===== src/rtl/eth_tx_pkg.sv =====
package eth_tx_pkg;

    typedef enum logic [2:0] {
        ST_IDLE = 3'd0,
        ST_WAIT = 3'd1,
        ST_SOP  = 3'd2,
        ST_PRE  = 3'd3,
        ST_SFD  = 3'd4,
        ST_DATA = 3'd5,
        ST_END  = 3'd6
    } tx_state_e;

endpackage


===== src/rtl/eth_tx_shifter.sv =====
module eth_tx_shifter #(
    parameter int DW = 8,
    localparam int IDX_W = $clog2(DW)
) (
    input  logic             clk,
    input  logic             rst_n,
    input  logic             load_i,
    input  logic [DW-1:0]    val_i,
    input  logic             run_i,
    output logic             bit_o,
    output logic [IDX_W-1:0] idx_o
);

    typedef struct packed {
        logic [DW-1:0]    sh;
        logic [IDX_W-1:0] idx;
    } shf_t;

    shf_t d, q;

    always_comb begin
        d = q;
        if (load_i) begin
            d.sh  = val_i;
            d.idx = '0;
        end else if (run_i) begin
            d.sh  = {1'b0, q.sh[DW-1:1]};
            d.idx = q.idx + 1'b1;
        end
    end

    always_ff @(posedge clk or negedge rst_n) begin
        if (!rst_n) q <= '0;
        else        q <= d;
    end

    assign bit_o = q.sh[0];
    assign idx_o = q.idx;

    // a freshly loaded byte presents its least significant bit first
    p_load_lsb_r6: assert property (@(posedge clk) disable iff (!rst_n)
        load_i |=> (bit_o == $past(val_i[0])) && (idx_o == '0));

    // each shifted clock advances to the next higher bit of the byte
    p_shift_next_r6: assert property (@(posedge clk) disable iff (!rst_n)
        (run_i && !load_i) |=> (bit_o == $past(q.sh[1])));

endmodule


===== src/rtl/eth_tx_ctrl.sv =====
module eth_tx_ctrl
    import eth_tx_pkg::*;
#(
    parameter int DW       = 8,
    parameter int SEL_W    = 2,
    parameter int PRE_BASE = 4,
    localparam int IDX_W   = $clog2(DW),
    localparam int PCNT_W  = $clog2(PRE_BASE + (1 << SEL_W))
) (
    input  logic             clk,
    input  logic             rst_n,
    input  logic             req_i,
    input  logic             start_ok_i,
    input  logic [SEL_W-1:0] pre_sel_i,
    input  logic [DW-1:0]    byte_i,
    input  logic             last_i,
    input  logic             abort_any_i,
    input  logic [IDX_W-1:0] idx_i,
    output logic             ack_o,
    output logic             sop_o,
    output logic             busy_o,
    output logic             load_o,
    output logic             eop_o,
    output logic             aborted_o,
    output logic             sh_load_o,
    output logic [DW-1:0]    sh_val_o,
    output logic             sh_run_o
);

    localparam logic [DW-1:0] PRE_PAT = {(DW/2){2'b01}};
    localparam logic [DW-1:0] SFD_PAT = PRE_PAT | (DW'(1) << (DW-1));
    localparam logic [IDX_W-1:0] IDX_LAST = IDX_W'(DW-1);
    localparam logic [IDX_W-1:0] IDX_LOAD = IDX_W'(DW-2);

    typedef struct packed {
        tx_state_e         st;
        logic              armed;
        logic              abrt;
        logic [SEL_W-1:0]  sel;
        logic [PCNT_W-1:0] pcnt;
        logic [DW-1:0]     nb;
        logic              nl;
        logic              cl;
    } ctl_t;

    ctl_t d, q;
    logic active;
    logic bit_last;

    assign bit_last = (idx_i == IDX_LAST);
    assign active   = (q.st == ST_WAIT) || (q.st == ST_SOP) || (q.st == ST_PRE) ||
                      (q.st == ST_SFD)  || (q.st == ST_DATA);

    always_comb begin
        d         = q;
        d.abrt    = 1'b0;
        sh_load_o = 1'b0;
        sh_val_o  = PRE_PAT;
        load_o    = (idx_i == IDX_LOAD) &&
                    ((q.st == ST_SFD) || ((q.st == ST_DATA) && !q.cl));

        if (active && abort_any_i) begin
            d.st   = ST_IDLE;
            d.abrt = 1'b1;
        end else if (active && !req_i) begin
            d.st = ST_IDLE;
        end else begin
            unique case (q.st)
                ST_IDLE: begin
                    d.armed = !req_i;
                    if (req_i && q.armed) begin
                        d.st    = ST_WAIT;
                        d.armed = 1'b0;
                    end
                end
                ST_WAIT: begin
                    if (start_ok_i) d.st = ST_SOP;
                end
                ST_SOP: begin
                    sh_load_o = 1'b1;
                    sh_val_o  = PRE_PAT;
                    d.sel     = pre_sel_i;
                    d.pcnt    = '0;
                    d.st      = ST_PRE;
                end
                ST_PRE: begin
                    if (bit_last) begin
                        sh_load_o = 1'b1;
                        if (int'(q.pcnt) == PRE_BASE - 1 + int'(q.sel)) begin
                            sh_val_o = SFD_PAT;
                            d.st     = ST_SFD;
                        end else begin
                            sh_val_o = PRE_PAT;
                            d.pcnt   = q.pcnt + 1'b1;
                        end
                    end
                end
                ST_SFD, ST_DATA: begin
                    if (load_o) begin
                        d.nb = byte_i;
                        d.nl = last_i;
                    end
                    if (bit_last) begin
                        if ((q.st == ST_DATA) && q.cl) begin
                            d.st = ST_END;
                        end else begin
                            sh_load_o = 1'b1;
                            sh_val_o  = q.nb;
                            d.cl      = q.nl;
                            d.st      = ST_DATA;
                        end
                    end
                end
                ST_END: begin
                    d.st    = ST_IDLE;
                    d.armed = 1'b0;
                end
                default: d.st = ST_IDLE;
            endcase
        end
    end

    always_ff @(posedge clk or negedge rst_n) begin
        if (!rst_n) begin
            q    <= '0;
            q.st <= ST_IDLE;
        end else begin
            q <= d;
        end
    end

    assign ack_o     = active;
    assign sop_o     = (q.st == ST_SOP);
    assign busy_o    = (q.st == ST_PRE) || (q.st == ST_SFD) || (q.st == ST_DATA);
    assign eop_o     = (q.st == ST_END);
    assign aborted_o = q.abrt;
    assign sh_run_o  = busy_o && !sh_load_o;

    // the start strobe lasts one clock
    p_sop_single_r3: assert property (@(posedge clk) disable iff (!rst_n)
        sop_o |=> !sop_o);

    // an uninterrupted start strobe is followed by the first bit
    p_sop_then_bits_r3: assert property (@(posedge clk) disable iff (!rst_n)
        (sop_o && req_i && !abort_any_i) |=> busy_o);

    // bits are only sent under an acknowledged request
    p_busy_has_ack_r6: assert property (@(posedge clk) disable iff (!rst_n)
        busy_o |-> ack_o);

    // end-of-packet comes with the acknowledge already released
    p_eop_no_ack_r8: assert property (@(posedge clk) disable iff (!rst_n)
        eop_o |-> !ack_o);

    // a request still held after completion is not acknowledged again
    p_no_reack_r1: assert property (@(posedge clk) disable iff (!rst_n)
        (eop_o && req_i) |=> !ack_o);

    // any abort ends the frame at the next edge with one aborted pulse
    p_abort_stop_r9: assert property (@(posedge clk) disable iff (!rst_n)
        (ack_o && abort_any_i) |=> (aborted_o && !ack_o && !busy_o && !eop_o));

    // the aborted indication is a single-clock pulse
    p_abort_pulse_r9: assert property (@(posedge clk) disable iff (!rst_n)
        aborted_o |=> !aborted_o);

    // withdrawing the request stops quietly
    p_req_drop_r10: assert property (@(posedge clk) disable iff (!rst_n)
        (ack_o && !req_i && !abort_any_i) |=> (!ack_o && !aborted_o && !busy_o));

    // aborts outside an acknowledged request produce no pulse
    p_abort_ignored_r11: assert property (@(posedge clk) disable iff (!rst_n)
        !ack_o |=> !aborted_o);

endmodule


===== src/rtl/eth_tx_front.sv =====
module eth_tx_front #(
    parameter int DW       = 8,
    parameter int SEL_W    = 2,
    parameter int PRE_BASE = 4
) (
    input  logic             clk,
    input  logic             rst_n,
    input  logic             req_i,
    input  logic             start_ok_i,
    input  logic [SEL_W-1:0] pre_sel_i,
    input  logic [DW-1:0]    byte_i,
    input  logic             last_i,
    input  logic             abort_host_i,
    input  logic             abort_coll_i,
    input  logic             abort_defer_i,
    output logic             ack_o,
    output logic             sop_o,
    output logic             busy_o,
    output logic             txd_o,
    output logic             load_o,
    output logic             eop_o,
    output logic             aborted_o
);

    localparam int IDX_W = $clog2(DW);

    logic             abort_any;
    logic             sh_load;
    logic [DW-1:0]    sh_val;
    logic             sh_run;
    logic             sh_bit;
    logic [IDX_W-1:0] sh_idx;

    assign abort_any = abort_host_i | abort_coll_i | abort_defer_i;

    eth_tx_ctrl #(
        .DW       (DW),
        .SEL_W    (SEL_W),
        .PRE_BASE (PRE_BASE)
    ) u_ctrl (
        .clk         (clk),
        .rst_n       (rst_n),
        .req_i       (req_i),
        .start_ok_i  (start_ok_i),
        .pre_sel_i   (pre_sel_i),
        .byte_i      (byte_i),
        .last_i      (last_i),
        .abort_any_i (abort_any),
        .idx_i       (sh_idx),
        .ack_o       (ack_o),
        .sop_o       (sop_o),
        .busy_o      (busy_o),
        .load_o      (load_o),
        .eop_o       (eop_o),
        .aborted_o   (aborted_o),
        .sh_load_o   (sh_load),
        .sh_val_o    (sh_val),
        .sh_run_o    (sh_run)
    );

    eth_tx_shifter #(
        .DW (DW)
    ) u_shf (
        .clk    (clk),
        .rst_n  (rst_n),
        .load_i (sh_load),
        .val_i  (sh_val),
        .run_i  (sh_run),
        .bit_o  (sh_bit),
        .idx_o  (sh_idx)
    );

    assign txd_o = busy_o & sh_bit;

    // the line stays low outside frame bits
    p_idle_line_r6: assert property (@(posedge clk) disable iff (!rst_n)
        !busy_o |-> !txd_o);

endmodule


===== config.mk =====
export PLATFORM = sky130hd
export DESIGN_NAME = eth_tx_front
export DESIGN_NICKNAME = d
export VERILOG_FILES = /design/src/rtl/eth_tx_pkg.sv /design/src/rtl/eth_tx_shifter.sv /design/src/rtl/eth_tx_ctrl.sv /design/src/rtl/eth_tx_front.sv
export SDC_FILE = /design/constraint.sdc
export NUM_CORES = 1
export LEC_CHECK = 0
export BUFFER_PORTS_ARGS = -buffer_cell sky130_fd_sc_hd__buf_2
export CAP_MARGIN = 20
export CORE_MARGIN = 1.5
export CORE_UTILIZATION = 23
export DETAILED_ROUTE_END_ITERATION = 12
export GPL_ROUTABILITY_DRIVEN = 0
export PLACE_DENSITY = 0.51
export SLEW_MARGIN = 10
export SYNTH_ARGS = -nofsm -noshare
export SYNTH_HDL_FRONTEND = slang
export SYNTH_SLANG_ARGS = --single-unit
export TNS_END_PERCENT = 5

===== constraint.sdc =====
create_clock -name clk -period 1.65 [get_ports clk]
set_input_delay 0.165 -clock clk [delete_from_list [all_inputs] [get_ports clk]]
set_output_delay 0.165 -clock clk [all_outputs]
set_load 0.01 [all_outputs]

Word-level counts from Yosys, hierarchy flattened
Index checks and enable logic that the tools add are counted.
{ "totals": {"reg_bits": 31, "out_inout_bits": 7, "in_bits": 18} }
{ "classes": {"muxes": 29, "addsub": 3, "eq_ne": 16, "bitwise_logic": 6, "n_reduce_logical": 28} }
{ "ops": {"columns": ["operator", "count"], "rows": [
  ["$mux W8", 6],
  ["$eq A4 B32 Y1", 1],
  ["$mux W3", 8],
  ["$mux W11", 2],
  ["$pmux W8 S2", 1],
  ["$eq A3 B3 Y1 const B", 5],
  ["$pmux W3 S5", 1],
  ["$reduce_and A5 Y1", 3],
  ["$ne A4 B1 Y1 const B", 2],
  ["$ne A4 B4 Y1 const B", 2],
  ["$logic_and A1 B1 Y1", 7],
  ["$logic_or A1 B1 Y1", 7],
  ["$add A3 B1 Y3 const B", 2],
  ["$eq A3 B2 Y1 const B", 2],
  ["$mux W1", 6],
  ["$pmux W3 S2", 1],
  ["$reduce_and A3 Y1", 2],
  ["$reduce_bool A2 Y1", 3],
  ["$mux W4", 1],
  ["$ne A4 B3 Y1 const B", 1],
  ["$reduce_and A4 Y1", 1],
  ["$add A2 B2 Y3 const A", 1],
  ["$eq A3 B1 Y1 const B", 1],
  ["$logic_not A1 Y1", 3],
  ["other kinds (10)", 13]
]} }

Depth between registers and ports, before layout
Gate-level depths: netlist (run 1).
{ "logic_depth": {"word_depth": 12, "mapped_depth": 7, "ltp_nobuf": 6} }

By module
From an unflattened synthesis (run 1), not the netlist that was laid out.
{ "unflattened": {"hier_cells": 173, "area_unflattened_um2": 1734.2} }
{ "by_module_without_submodules": {"columns": ["module", "cells_per_inst", "area_each_um2", "seq_area_each_um2", "n_inst"], "rows": [
  ["eth_tx_ctrl", 122, 1194.9, 500.5, 1],
  ["eth_tx_shifter", 49, 526.8, 275.3, 1],
  ["eth_tx_front", 2, 12.5, 0.0, 1]
]} }

Worst setup path after synthesis (run 1)
Ideal clock, no wire load.
{ "synth_timing": {"path_kind": "reg-to-reg", "startpoint": "register u_ctrl.q[13] (netlist bit)", "endpoint": "register u_ctrl.q[12] (netlist bit)", "required_time_ns": 1.539, "t_arrival_ns": 1.636, "synth_period_minus_slack_ns": 1.747, "n_path_buf": 0, "stages_incl_launch_ff": 7, "slack_ns": -0.097, "setup_time_ns": 0.111, "path_cell_list": "dfrtp_1 inv_1 ha_1 xnor2_1 o31ai_2 o31a_1 a2111oi_2"} }
{ "synth_between": {"elab_chain_len": 4} }
{ "synth_rtl": {"columns": ["element", "line", "rtl"], "rows": [
  ["start: declaration", "eth_tx_ctrl.sv:46", "ctl_t d, q;"],
  ["$add A2 B2 Y3", "eth_tx_ctrl.sv:89", "if (int'(q.pcnt) == PRE_BASE - 1 + int'(q.sel)) begin"],
  ["$eq A4 B32 Y1", "eth_tx_ctrl.sv:89", null],
  ["$ne A2 B2 Y1 (no line)", null, null],
  ["$reduce_and A5 Y1 (no line)", null, null]
]} }
Every way passes these cells.
A chain may end at the register's enable or synchronous reset.

Final worst setup path (run 1)
{ "layout_timing": {"startpoint": "register u_ctrl.q[19] (netlist bit)", "endpoint": "register u_ctrl.q[10] (netlist bit)"} }
{ "layout_between": {"elab_chain_len": 8} }
{ "layout_rtl": {"columns": ["element", "line", "rtl"], "rows": [
  ["$eq A3 B1 Y1 / $eq A3 B2 Y1 (equally long branches)", "eth_tx_ctrl.sv:51, eth_tx_ctrl.sv:68", null],
  ["$logic_or A1 B1 Y1 (3 in a row)", "eth_tx_ctrl.sv:51", "assign active = (q.st == ST_WAIT) || (q.st == ST_SOP) || (q.st == ST_PRE) ||"],
  ["$logic_or A1 B1 Y1", "eth_tx_ctrl.sv:52", "(q.st == ST_SFD) || (q.st == ST_DATA);"],
  ["$logic_and A1 B1 Y1 (on tied branches)", "eth_tx_ctrl.sv:62, eth_tx_ctrl.sv:65", null],
  ["$not A1 Y1 (no line)", null, null],
  ["$reduce_and A5 Y1 (no line)", null, null]
]} }
Several ways; a longest one is shown, not always the timed one.

==> flow_results.xml, run 1 <==
<?xml version="1.0" encoding="UTF-8"?>
<metrics>
  <group name="outcome">
    <metric name="outcome" unit="">finished, violations left</metric>
    <metric name="violations_in_the_final_reports" unit="">setup timing</metric>
  </group>
  <group name="worst_setup_path">
    <metric name="critical_path.max_fanout" unit="">5</metric>
    <metric name="worst-endpoint-required" unit="ns">1.87</metric>
    <metric name="cp.arrival" unit="ns">1.92</metric>
    <metric name="worst_setup_path_startpoint" unit="">u_ctrl.q[19]</metric>
    <metric name="critPathKind" unit="">reg2reg</metric>
    <metric name="kind_of_launch_point_of_the_worst_setup_path" unit="">flip-flop</metric>
    <metric name="timing.critical_path.to_type" unit="">flip-flop</metric>
    <metric name="crit-reg2reg-launch" unit="">u_ctrl.q[19]</metric>
  </group>
  <group name="final_layout">
    <metric name="finish.cell_count_without_fillers" unit="">320</metric>
    <metric name="area_grow_syn2layout" unit="%">42.4</metric>
    <metric name="final_area" unit="sq mm">0.00244</metric>
    <metric name="antenna-diode-count" unit="">0</metric>
    <metric name="layout.nets" unit="">243</metric>
    <metric name="most_common_cell_after_layout_fill_and_taps_aside" unit="">dfrtp_1</metric>
    <metric name="drive_gt1_frac" unit="">0.489</metric>
    <metric name="most_frequent_cells_in_the_layout" unit="">dfrtp_1 (31), buf_4 (30), buf_2 (21), nand2_1 (18)</metric>
  </group>
  <group name="clocking">
    <metric name="clock_insertion_delay_worst_skew" unit="ns">0.29</metric>
    <metric name="cts_buffers" unit="">5</metric>
    <metric name="tritoncts" unit="">built</metric>
    <metric name="root_cell_of_the_clock_tree" unit="">clkbuf_8</metric>
    <metric name="cts.htree.levels" unit="">2</metric>
    <metric name="clock-sinks" unit="">31</metric>
    <metric name="max-clock-path-buffers" unit="">2</metric>
    <metric name="cts.clk_slew.worst_paths" unit="ns">0.07</metric>
  </group>
  <group name="synthesis">
    <metric name="synthesis.yosys.warnings" unit="">0</metric>
    <metric name="synth.top_cells.by_area" unit="">dfrtp_1 (45%), mux2_4 (7.9%), nand2_1 (3.9%), ha_1 (3.6%), mux2i_1 (2.9%)</metric>
    <metric name="yosysTopAreaCell" unit="">dfrtp_1</metric>
    <metric name="ys_async_rst_share" unit="">1.00</metric>
    <metric name="ys_types" unit="">47</metric>
    <metric name="synthesis.instances" unit="">157</metric>
    <metric name="synth.top_cell.area_share" unit="">0.453</metric>
    <metric name="ys_seq_area_frac" unit="">0.453</metric>
    <metric name="synth_nets" unit="">180</metric>
    <metric name="syn_avg_cell_area" unit="sq um">10.9</metric>
    <metric name="synth_top_flop_cell" unit="">dfrtp_1</metric>
    <metric name="syn-cell-area" unit="sq mm">0.00171</metric>
    <metric name="number_of_enable_flip_flop_cells_after_synthesis" unit="">0</metric>
    <metric name="synth-seq-cells" unit="">31</metric>
  </group>
  <group name="place">
    <metric name="dp_hpwl" unit="mm">2.91</metric>
    <metric name="dp.cells" unit="">303</metric>
    <metric name="place_area" unit="sq mm">0.00218</metric>
    <metric name="place.port_buffers" unit="">24</metric>
  </group>
  <group name="timing">
    <metric name="finalWorstSetupSlack" unit="ns">-0.0548</metric>
    <metric name="achievable-frequency" unit="MHz">587</metric>
    <metric name="timing_worst_slew_pin_value" unit="ns">0.732</metric>
    <metric name="finalWorstPathRequiredPeriod" unit="ns">1.70</metric>
    <metric name="timing.clock.skew" unit="ns">0.00793</metric>
    <metric name="final_clock_period_utilization_by_the_worst_path" unit="">1.03</metric>
    <metric name="finalHoldViolations" unit="">0</metric>
    <metric name="finalSetupTns" unit="ns">-0.237</metric>
    <metric name="final_setup_violation_count" unit="">10</metric>
    <metric name="worst_slew_margin_rel" unit="">0.512</metric>
    <metric name="rsz_0062_raised_after_global_routing" unit="">true</metric>
    <metric name="final_max_slew_viol_count" unit="">0</metric>
  </group>
  <group name="floorplan">
    <metric name="die_h" unit="microns">89.3</metric>
    <metric name="die_area" unit="sq mm">0.00798</metric>
    <metric name="ios" unit="">25</metric>
    <metric name="die_width" unit="microns">89.3</metric>
    <metric name="core_area" unit="sq mm">0.00721</metric>
    <metric name="start_util" unit="">0.238</metric>
    <metric name="rows" unit="">31</metric>
  </group>
  <group name="pwr">
    <metric name="proportion_of_power_drawn_by_flip_flops_and_latches" unit="">0.412</metric>
    <metric name="combinational_share_of_power" unit="">0.315</metric>
    <metric name="switching_share" unit="">0.330</metric>
    <metric name="total_switching_power" unit="uW">733</metric>
    <metric name="power_report.internal_total" unit="mW">1.48</metric>
    <metric name="power_per_cell_area" unit="mW/mm^2">908</metric>
    <metric name="irDropWorstVdd" unit="V">0.000376</metric>
    <metric name="power.leakage" unit="nW">1.08</metric>
    <metric name="power.clock.fraction" unit="">0.274</metric>
    <metric name="power" unit="mW">2.22</metric>
  </group>
  <group name="global_routing">
    <metric name="grt_pass1_vias" unit="">1399</metric>
    <metric name="grt_start_max_net_pins" unit="">32</metric>
    <metric name="grt_overflow_total" unit="">0</metric>
    <metric name="grt_usage" unit="">0.118</metric>
    <metric name="antenna_found_initial" unit="">0</metric>
    <metric name="global_route_wire_length_before_repair" unit="mm">6.97</metric>
  </group>
  <group name="detailed_routing">
    <metric name="drcViolationCount" unit="">0</metric>
    <metric name="ant_nets" unit="">0</metric>
    <metric name="routed_length_per_placed_instance" unit="microns">13.0</metric>
    <metric name="drtPass1Iterations" unit="">4</metric>
    <metric name="vias" unit="">1419</metric>
    <metric name="wl" unit="mm">4.15</metric>
    <metric name="drt_first_iter_violations" unit="">55</metric>
    <metric name="ratio_of_routed_vias_to_standard_cells" unit="">4.43</metric>
  </group>
  <group name="worst_hold_path">
    <metric name="hold_start" unit="">pre_sel_i[0]</metric>
    <metric name="worst_hold_path_type" unit="">in2reg</metric>
  </group>
  <group name="run">
    <metric name="drv_cap" unit="">0</metric>
  </group>
</metrics>
==> Yosys cell counts, drive strengths merged, types with 2 or more instances <==
library cell / count
a211oi: 2
a21o: 2
a21oi: 9
a31oi: 6
and2: 2
and2b: 2
buf: 4
clkbuf: 2
dfrtp: 31
ha: 5
inv: 7
mux2: 12
mux2i: 5
nand2: 18
nand2b: 2
nand3: 6
nor2: 8
nor2b: 3
nor3: 8
o21ai: 3
o2bb2ai: 3
xnor2: 3
==> per-layer routing <==
layer | vias up | wire, microns | global-route usage
li1 | 698 | - | -
met1 | 689 | 2090 | 0.158
met2 | 28 | 1840 | 0.183
met3 | 4 | 168 | 0.0259
met4 | 0 | 53 | 0.0503
met5 | - | 0 | 0
==> cell type report <==
type                    instances  area [sq um]
clock buffers                   5          68.8
multi-input cells             114           982
inverters                       7          28.8
flip-flops and latches         31           776
fillers                       795          4770
repair buffers                 61           442
clock inverters                 3          20.0
well taps                      99           124
==> state kept, by name (all words and copies together) (netlist names) <==
register	cells
u_ctrl.q	19
u_shf.q	7
u_shf.idx_o	3
u_ctrl.aborted_o	1
u_shf.bit_o	1
==> path summary, 6_finish.rpt <==
check	slack (ns)	cells past startpoint	end
max	-0.05	6	u_ctrl.q[10]
max reg2reg	-0.05	6	u_ctrl.q[10]
min in group asynchronous	0.47	2	u_ctrl.aborted_o
min reg2reg	0.50	1	u_ctrl.q[0]
min	0.1	2	u_ctrl.q[13]
max in group asynchronous	0.70	2	u_ctrl.q[9]
==> cells by family after synthesis <==
kind of cell               Yosys count  share of synthesized area
AOI/OAI and AO/OA                   32                      0.144
muxes                               17                      0.128
DFF                                 31                      0.453
and+or+nand+nor                     56                      0.184
adders and majority gates            5                     0.0365
buffers and inverters               13                     0.0401
xor gates and xnor gates             3                     0.0153
==> worst max-delay path: stages, from the launching register on <==
cell and delay (ns):
dfrtp_1 0.40, buf_6 0.12, and2b_4 0.29, nand3_4 0.10
buf_4 0.17, or4_1 0.47, nand3_1 0.10
==> timing repair <==
| item | in CTS | in global routing |
|---|---|---|
| hold endpoints to repair | 31 | 0 |
| setup buffers | 6 | 2 |
| endpoints found under the setup margin | 20 | 27 |
| hold buffers | 1 | 0 |
| cloned | 1 | 0 |
| pin swaps | 4 | 6 |
| gates resized for setup | 16 | 11 |
==> power by group through the flow <==
stage | combinational, mW | clock [mW] | sequential (mW)
after floorplan | 0.382 | 0 | 0.901
after global routing | 0.783 | 0.665 | 0.925
after global placement | 0.617 | 0 | 0.918
after CTS | 0.684 | 0.633 | 0.905
after detailed placement | 0.626 | 0 | 0.917
final | 0.698 | 0.607 | 0.913
==> per-stage QoR <==
stage | hold slack, ns | worst slack, ns | utilization
after floorplan | -0.131 | -0.00695 | -
after global placement | 0.275 | -0.0242 | 0.303
after detailed placement | 0.273 | -0.0525 | 0.303
after CTS | 0.0910 | -0.0469 | 0.331
after global routing | 0.0913 | -0.106 | 0.338
final | 0.0965 | -0.0548 | 0.338
No activity file was read; power rests on OpenSTA's default activity.
==> run 2: changes to the inputs <==
--- a/config.mk
+++ b/config.mk
@@ -11,9 +11,9 @@
 export CORE_UTILIZATION = 23
 export DETAILED_ROUTE_END_ITERATION = 12
 export GPL_ROUTABILITY_DRIVEN = 0
-export PLACE_DENSITY = 0.51
+export PLACE_DENSITY_LB_ADDON = 0.12
 export SLEW_MARGIN = 10
 export SYNTH_ARGS = -nofsm -noshare
 export SYNTH_HDL_FRONTEND = slang
 export SYNTH_SLANG_ARGS = --single-unit
-export TNS_END_PERCENT = 5
+export TNS_END_PERCENT = 10
==> constraint.sdc (replaced) <==
create_clock -name clk -period 2.1 [get_ports clk]
set_input_delay 0.21 -clock clk [delete_from_list [all_inputs] [get_ports clk]]
set_output_delay 0.21 -clock clk [all_outputs]
set_load 0.01 [all_outputs]
==> run 2 against run 1 <==
  * The run ends with hold timing left
  * Register-to-register slack gained 0.29 ns
  * Sequential share of layout area grew 5.5 points
  * Power is 22% lower
  * Clock skew fell by 0.0024 ns
  * Combinational power decreased by 48%
  * Final area down 15%
  * Worst setup slack improved by 0.25 ns
  * Utilization shrank 5.0 points
  * Via count fell by 10%
  * Worst hold slack got worse by 0.13 ns
  * Global-route usage down 1.2 points
  * Clock power grew 3%
==> flow_results.xml, run 2 (synthesis results as in run 1) <==
<?xml version="1.0" encoding="UTF-8"?>
<metrics>
  <group name="worst_setup_path">
    <metric name="kind_of_launch_point_of_the_worst_setup_path" unit="">flip-flop</metric>
    <metric name="worst_r2r_path_depth" unit="">6</metric>
    <metric name="timing.critical_path.to_type" unit="">output pin</metric>
    <metric name="crit_path_max_incr_delay" unit="ns">0.63</metric>
    <metric name="critical_path.max_fanout" unit="">16</metric>
    <metric name="worst_path_dominant_cell_family" unit="">flip-flops</metric>
    <metric name="critical_path.cell_chain" unit="">buf_4 &gt; a21oi_4 &gt; inv_2 &gt; and2_1 &gt; buf_2</metric>
    <metric name="worst-endpoint-required" unit="ns">1.89</metric>
    <metric name="critical_path.slowest_cell" unit="">dfrtp_1</metric>
    <metric name="cp.arrival" unit="ns">1.69</metric>
    <metric name="crit-reg2reg-launch" unit="">u_ctrl.q[13]</metric>
    <metric name="regToRegSetupSlack" unit="ns">0.24</metric>
    <metric name="worst_path_bufs_invs" unit="">3</metric>
    <metric name="critPathKind" unit="">reg2out</metric>
    <metric name="worst_r2r_endpoint" unit="">u_ctrl.q[12]</metric>
  </group>
  <group name="place">
    <metric name="place.port_buffers" unit="">24</metric>
    <metric name="place_area" unit="sq mm">0.00196</metric>
    <metric name="dp_hpwl" unit="mm">2.81</metric>
    <metric name="place_ws" unit="ns">0.240</metric>
  </group>
  <group name="clocking">
    <metric name="cts_buffers" unit="">5</metric>
    <metric name="tritoncts" unit="">built</metric>
    <metric name="max-clock-path-buffers" unit="">2</metric>
    <metric name="root_cell_of_the_clock_tree" unit="">clkbuf_8</metric>
    <metric name="clock-sinks" unit="">31</metric>
    <metric name="cts_hold_buffers" unit="">0</metric>
    <metric name="postCtsResizedCells" unit="">0</metric>
    <metric name="cts.clk_slew.worst_paths" unit="ns">0.07</metric>
    <metric name="post-cts-setup-buffers" unit="">0</metric>
    <metric name="clock_insertion_delay_worst_skew" unit="ns">0.28</metric>
    <metric name="cts.htree.levels" unit="">2</metric>
  </group>
  <group name="detailed_routing">
    <metric name="drcViolationCount" unit="">0</metric>
    <metric name="ant_nets" unit="">0</metric>
    <metric name="wl" unit="mm">3.81</metric>
    <metric name="routed_length_per_placed_instance" unit="microns">13.2</metric>
    <metric name="ratio_of_routed_vias_to_standard_cells" unit="">4.42</metric>
    <metric name="drtPass1Iterations" unit="">7</metric>
    <metric name="drt_first_iter_violations" unit="">46</metric>
    <metric name="vias" unit="">1274</metric>
  </group>
  <group name="floorplan">
    <metric name="die_h" unit="microns">89.3</metric>
    <metric name="core_area" unit="sq mm">0.00721</metric>
    <metric name="die_width" unit="microns">89.3</metric>
    <metric name="ios" unit="">25</metric>
    <metric name="start_util" unit="">0.238</metric>
    <metric name="rows" unit="">31</metric>
    <metric name="die_area" unit="sq mm">0.00798</metric>
  </group>
  <group name="global_routing">
    <metric name="grt_pass1_vias" unit="">1301</metric>
    <metric name="grt_overflow_total" unit="">0</metric>
    <metric name="global_route_wire_length_before_repair" unit="mm">6.23</metric>
    <metric name="antenna_found_initial" unit="">0</metric>
    <metric name="grt_usage" unit="">0.106</metric>
    <metric name="grt_start_max_net_pins" unit="">32</metric>
  </group>
  <group name="timing">
    <metric name="finalWorstSetupSlack" unit="ns">0.198</metric>
    <metric name="finalWorstPathRequiredPeriod" unit="ns">1.90</metric>
    <metric name="final_clock_period_utilization_by_the_worst_path" unit="">0.906</metric>
    <metric name="rsz_0062_raised_after_global_routing" unit="">false</metric>
    <metric name="finalHoldViolations" unit="">31</metric>
    <metric name="timing_worst_slew_pin_value" unit="ns">0.713</metric>
    <metric name="timing.clock.skew" unit="ns">0.00552</metric>
    <metric name="final_max_slew_viol_count" unit="">0</metric>
    <metric name="worst_slew_margin_rel" unit="">0.525</metric>
    <metric name="achievable-frequency" unit="MHz">526</metric>
    <metric name="whs" unit="ns">-0.0325</metric>
    <metric name="final_setup_violation_count" unit="">0</metric>
    <metric name="finalSetupTns" unit="ns">0</metric>
  </group>
  <group name="pwr">
    <metric name="total_switching_power" unit="uW">520</metric>
    <metric name="power.leakage" unit="nW">0.907</metric>
    <metric name="power_report.internal_total" unit="mW">1.21</metric>
    <metric name="power.clock.fraction" unit="">0.361</metric>
    <metric name="proportion_of_power_drawn_by_flip_flops_and_latches" unit="">0.430</metric>
    <metric name="irDropWorstVdd" unit="V">0.000245</metric>
    <metric name="switching_share" unit="">0.301</metric>
    <metric name="combinational_share_of_power" unit="">0.209</metric>
    <metric name="power_per_cell_area" unit="mW/mm^2">831</metric>
  </group>
  <group name="run">
    <metric name="drv_cap" unit="">0</metric>
  </group>
  <group name="final_layout">
    <metric name="area_grow_syn2layout" unit="%">21.2</metric>
    <metric name="most_frequent_cells_in_the_layout" unit="">dfrtp_1 (31), buf_2 (24), nand2_1 (18), mux2_4 (9), nor2_1 (8)</metric>
    <metric name="layout.nets" unit="">211</metric>
    <metric name="registers.top_by_ff_count" unit="">u_ctrl.q</metric>
    <metric name="antenna-diode-count" unit="">0</metric>
    <metric name="largest_reg_flops" unit="">19</metric>
    <metric name="nFillCells" unit="">796</metric>
    <metric name="finalCoreUtilization" unit="">0.288</metric>
    <metric name="drive_gt1_frac" unit="">0.312</metric>
    <metric name="most_common_cell_after_layout_fill_and_taps_aside" unit="">dfrtp_1</metric>
    <metric name="final_area" unit="sq mm">0.00208</metric>
  </group>
  <group name="worst_hold_path">
    <metric name="worst_hold_path_type" unit="">in2async</metric>
  </group>
  <group name="outcome">
    <metric name="violations_in_the_final_reports" unit="">hold timing</metric>
    <metric name="outcome" unit="">finished, violations left</metric>
  </group>
</metrics>
-- run 2: cell types whose count changed in the layout (fill, tap and decap cells not counted), sizes merged --
cell         delta
clkbuf          +1
and2            -1
bufinv          +1
buf            -30
dlygate4sd3     -1
clkinvlp        -2
-- run 2: final cells by class --
type	instances	area [sq um]	area share
clock buffers	6	82.6	0.0397
clock inverters	2	35.0	0.0169
inverters	7	26.3	0.0126
multi-input cells	113	870	0.418
flip-flops and latches	31	776	0.373
well taps	99	124	0.0596
repair buffers	30	165	0.0795
-- run 2: worst max-delay path by stage --
stage                       startpoint           end  slack [ns]  cells past startpoint
final                     u_ctrl.q[17]         txd_o        0.20                      5
after CTS                 u_ctrl.q[17]         txd_o        0.20                      5
after detailed placement  u_ctrl.q[13]  u_ctrl.q[12]        0.24                      6
after floorplan           u_ctrl.q[13]  u_ctrl.q[12]        0.35                      6
after global placement    u_ctrl.q[13]  u_ctrl.q[12]        0.30                      6
after global routing      u_ctrl.q[17]         txd_o        0.08                      5
-- run 2: worst register-to-register path, delay by kind of cell, from the launching register on --
kind,cells,cell delay [ns]
compound gates,3,0.79
flops,1,0.37
fa+ha+maj,1,0.30
xor+xnor,1,0.25
buf+inv,1,0.05
-- run 2: power groups by stage --
| stage | logic [mW] | clock network, mW | registers [mW] |
|---|---|---|---|
| after floorplan | 0.286 | 0 | 0.708 |
| after global placement | 0.359 | 0 | 0.749 |
| after detailed placement | 0.365 | 0 | 0.751 |
| after CTS | 0.367 | 0.646 | 0.739 |
| after global routing | 0.402 | 0.675 | 0.755 |
| final | 0.362 | 0.623 | 0.742 |
-- run 2: through the flow --
step	power, mW	hold slack, ns	std cells
floorplan	0.993	-0.0856	157
detailed placement	1.12	0.329	280
global route	1.83	0.0495	288
global placement	1.11	0.314	280
finish	1.73	-0.0325	288
CTS	1.75	0.0113	288
-- run 2: routing by layer --
metal  share of wire  vias up  GRT usage
li1                -      631          -
met1            0.49      605      0.131
met2            0.46       36      0.173
met3           0.048        2     0.0323
met4          0.0039        0     0.0406
met5               0        -          0
==> run 3: changes to the inputs <==
==> constraint.sdc (replaced) <==
create_clock -name clk -period 2.2 [get_ports clk]
set_input_delay 0.22 -clock clk [delete_from_list [all_inputs] [get_ports clk]]
set_output_delay 0.22 -clock clk [all_outputs]
set_load 0.01 [all_outputs]
==> run 3 against run 2 <==
  * The run still ends with hold timing left
  * Flip-flop and latch count stayed put
  * Via count increased by 0.47%
  * Largest power group unchanged
  * Sequential share of layout area increased by 0.52 points
  * Count of clock-buffer cells in the layout rose by 1
  * Routed wire length is the same
  * Utilization fell by 0.40 points
  * Combinational power shrank 4%
  * Highest routed layer unchanged
  * Largest cell class unchanged
  * First-iteration DRC count rose to 2.7 times the previous value
==> flow_results.xml, run 3 (synthesis results as in run 1) <==
<?xml version="1.0" encoding="UTF-8"?>
<metrics>
  <group name="outcome">
    <metric name="outcome" unit="">finished, violations left</metric>
    <metric name="violations_in_the_final_reports" unit="">hold timing</metric>
  </group>
  <group name="global_routing">
    <metric name="grt_start_max_net_pins" unit="">32</metric>
    <metric name="antenna_found_initial" unit="">0</metric>
    <metric name="grt_pass1_vias" unit="">1294</metric>
    <metric name="grt_usage" unit="">0.109</metric>
    <metric name="grt_overflow_total" unit="">0</metric>
    <metric name="global_route_wire_length_before_repair" unit="mm">6.37</metric>
  </group>
  <group name="timing">
    <metric name="final_max_slew_viol_count" unit="">0</metric>
    <metric name="timing.clock.skew" unit="ns">0.00484</metric>
    <metric name="finalSetupTns" unit="ns">0</metric>
    <metric name="finalWorstPathRequiredPeriod" unit="ns">2.02</metric>
    <metric name="achievable-frequency" unit="MHz">494</metric>
    <metric name="whs" unit="ns">-0.00575</metric>
    <metric name="timing_worst_slew_pin_value" unit="ns">0.742</metric>
    <metric name="final_setup_violation_count" unit="">0</metric>
    <metric name="rsz_0062_raised_after_global_routing" unit="">false</metric>
    <metric name="final_clock_period_utilization_by_the_worst_path" unit="">0.920</metric>
    <metric name="finalWorstSetupSlack" unit="ns">0.177</metric>
    <metric name="worst_slew_margin_rel" unit="">0.505</metric>
    <metric name="finalHoldViolations" unit="">7</metric>
  </group>
  <group name="final_layout">
    <metric name="most_common_cell_after_layout_fill_and_taps_aside" unit="">dfrtp_1</metric>
    <metric name="antenna-diode-count" unit="">0</metric>
    <metric name="registers.top_by_ff_count" unit="">u_ctrl.q</metric>
    <metric name="most_frequent_cells_in_the_layout" unit="">dfrtp_1 (31), buf_2 (24), nand2_1 (18), mux2_4 (9), nor2_1 (8)</metric>
    <metric name="largest_reg_flops" unit="">19</metric>
    <metric name="nFillCells" unit="">786</metric>
    <metric name="layout.area.seq" unit="sq um">776</metric>
    <metric name="drive_gt1_frac" unit="">0.305</metric>
    <metric name="area_grow_syn2layout" unit="%">19.6</metric>
    <metric name="layout.nets" unit="">209</metric>
    <metric name="multi_input_comb_area" unit="sq um">870</metric>
    <metric name="final_area" unit="sq mm">0.00205</metric>
  </group>
  <group name="worst_setup_path">
    <metric name="cp.arrival" unit="ns">1.80</metric>
    <metric name="worst_r2r_endpoint" unit="">u_ctrl.q[12]</metric>
    <metric name="worst-endpoint-required" unit="ns">1.98</metric>
    <metric name="crit-reg2reg-launch" unit="">u_ctrl.q[13]</metric>
    <metric name="critical_path.max_fanout" unit="">13</metric>
    <metric name="worst_r2r_path_depth" unit="">6</metric>
    <metric name="kind_of_launch_point_of_the_worst_setup_path" unit="">flip-flop</metric>
    <metric name="regToRegSetupSlack" unit="ns">0.32</metric>
    <metric name="timing.critical_path.to_type" unit="">output pin</metric>
    <metric name="critPathKind" unit="">reg2out</metric>
  </group>
  <group name="clocking">
    <metric name="cts.htree.levels" unit="">2</metric>
    <metric name="max-clock-path-buffers" unit="">2</metric>
    <metric name="tritoncts" unit="">built</metric>
    <metric name="postCtsResizedCells" unit="">0</metric>
    <metric name="clock_insertion_delay_worst_skew" unit="ns">0.28</metric>
    <metric name="cts_buffers" unit="">5</metric>
    <metric name="root_cell_of_the_clock_tree" unit="">clkbuf_8</metric>
    <metric name="post-cts-setup-buffers" unit="">0</metric>
    <metric name="cts.clk_slew.worst_paths" unit="ns">0.07</metric>
    <metric name="cts_hold_buffers" unit="">0</metric>
    <metric name="clock-sinks" unit="">31</metric>
  </group>
  <group name="pwr">
    <metric name="power_per_cell_area" unit="mW/mm^2">762</metric>
    <metric name="irDropWorstVdd" unit="V">0.000227</metric>
    <metric name="switching_share" unit="">0.315</metric>
    <metric name="combinational_share_of_power" unit="">0.223</metric>
    <metric name="total_switching_power" unit="uW">491</metric>
    <metric name="proportion_of_power_drawn_by_flip_flops_and_latches" unit="">0.450</metric>
    <metric name="power.leakage" unit="nW">0.887</metric>
    <metric name="power_report.internal_total" unit="mW">1.07</metric>
    <metric name="power.clock.fraction" unit="">0.327</metric>
  </group>
  <group name="detailed_routing">
    <metric name="routed_length_per_placed_instance" unit="microns">13.3</metric>
    <metric name="wl" unit="mm">3.81</metric>
    <metric name="ant_nets" unit="">0</metric>
    <metric name="vias" unit="">1280</metric>
    <metric name="drt_first_iter_violations" unit="">125</metric>
    <metric name="drcViolationCount" unit="">0</metric>
    <metric name="drtPass1Iterations" unit="">4</metric>
    <metric name="ratio_of_routed_vias_to_standard_cells" unit="">4.48</metric>
  </group>
  <group name="floorplan">
    <metric name="die_area" unit="sq mm">0.00798</metric>
    <metric name="die_h" unit="microns">89.3</metric>
    <metric name="die_width" unit="microns">89.3</metric>
    <metric name="rows" unit="">31</metric>
    <metric name="start_util" unit="">0.238</metric>
    <metric name="core_area" unit="sq mm">0.00721</metric>
    <metric name="ios" unit="">25</metric>
  </group>
  <group name="place">
    <metric name="dp_hpwl" unit="mm">2.78</metric>
    <metric name="place_ws" unit="ns">0.352</metric>
    <metric name="place.port_buffers" unit="">24</metric>
    <metric name="place_area" unit="sq mm">0.00195</metric>
  </group>
  <group name="worst_hold_path">
    <metric name="worst_hold_path_type" unit="">in2async</metric>
  </group>
  <group name="run">
    <metric name="drv_cap" unit="">0</metric>
  </group>
</metrics>
-- run 3: cell count changes in the layout (fill, tap and decap cells not counted), sizes merged --
cell / previous run / this run
bufinv: 1 / 0
clkinv: 1 / 0
clkbuf: 6 / 7
clkinvlp: 0 / 1
buf: 30 / 28
-- run 3: routing by layer --
layer / track usage / vias to the layer above / share of wire
met5: 0 / - / 0
met4: 0.0615 / 0 / 0.029
met3: 0.0286 / 9 / 0.056
met2: 0.163 / 37 / 0.43
met1: 0.142 / 607 / 0.48
li1: - / 627 / -
-- run 3: worst max-delay path by stage --
stage                            start      endpoint  slack [ns]  cells past startpoint
after floorplan           u_ctrl.q[13]  u_ctrl.q[12]        0.45                      6
after global placement    u_ctrl.q[13]  u_ctrl.q[12]        0.39                      6
after detailed placement  u_ctrl.q[13]  u_ctrl.q[12]        0.35                      6
after CTS                 u_ctrl.q[18]         txd_o        0.13                      5
after global routing      u_ctrl.q[18]         txd_o        0.04                      5
final                     u_ctrl.q[18]         txd_o        0.18                      5
-- run 3: cell type report --
| type | instances | area share |
|---|---|---|
| inverters | 7 | 0.0128 |
| clock inverters | 1 | 0.00366 |
| multi-input cells | 113 | 0.424 |
| well taps | 99 | 0.0604 |
| repair buffers | 28 | 0.0733 |
| clock buffers | 7 | 0.0470 |
| flip-flops and latches | 31 | 0.379 |
-- run 3: worst max-delay path, stage by stage, from the launching register on --
cell and delay, ns:
dfrtp_1 0.49, and2b_4 0.26, a21oi_4 0.27, inv_2 0.18, and2_1 0.19, buf_2 0.13
-- run 3: metrics by stage --
step | cells | hold slack [ns] | power (mW) | utilization
6_report | 286 | -0.00575 | 1.56 | 0.284
5_1_grt | 286 | 0.0457 | 1.66 | 0.284
4_1_cts | 286 | 0.0244 | 1.59 | 0.284
3_5_place_dp | 278 | 0.335 | 1.06 | 0.270
3_3_place_gp | 278 | 0.322 | 1.06 | 0.270
2_1_floorplan | 157 | -0.0756 | 0.948 | -
-- run 3: power by group through the flow --
stage	Combinational (mW)	Sequential [mW]	Clock, mW
after global placement	0.346	0.711	0
after floorplan	0.273	0.675	0
final	0.348	0.702	0.511
after CTS	0.355	0.701	0.529
after global routing	0.389	0.716	0.560
after detailed placement	0.353	0.712	0
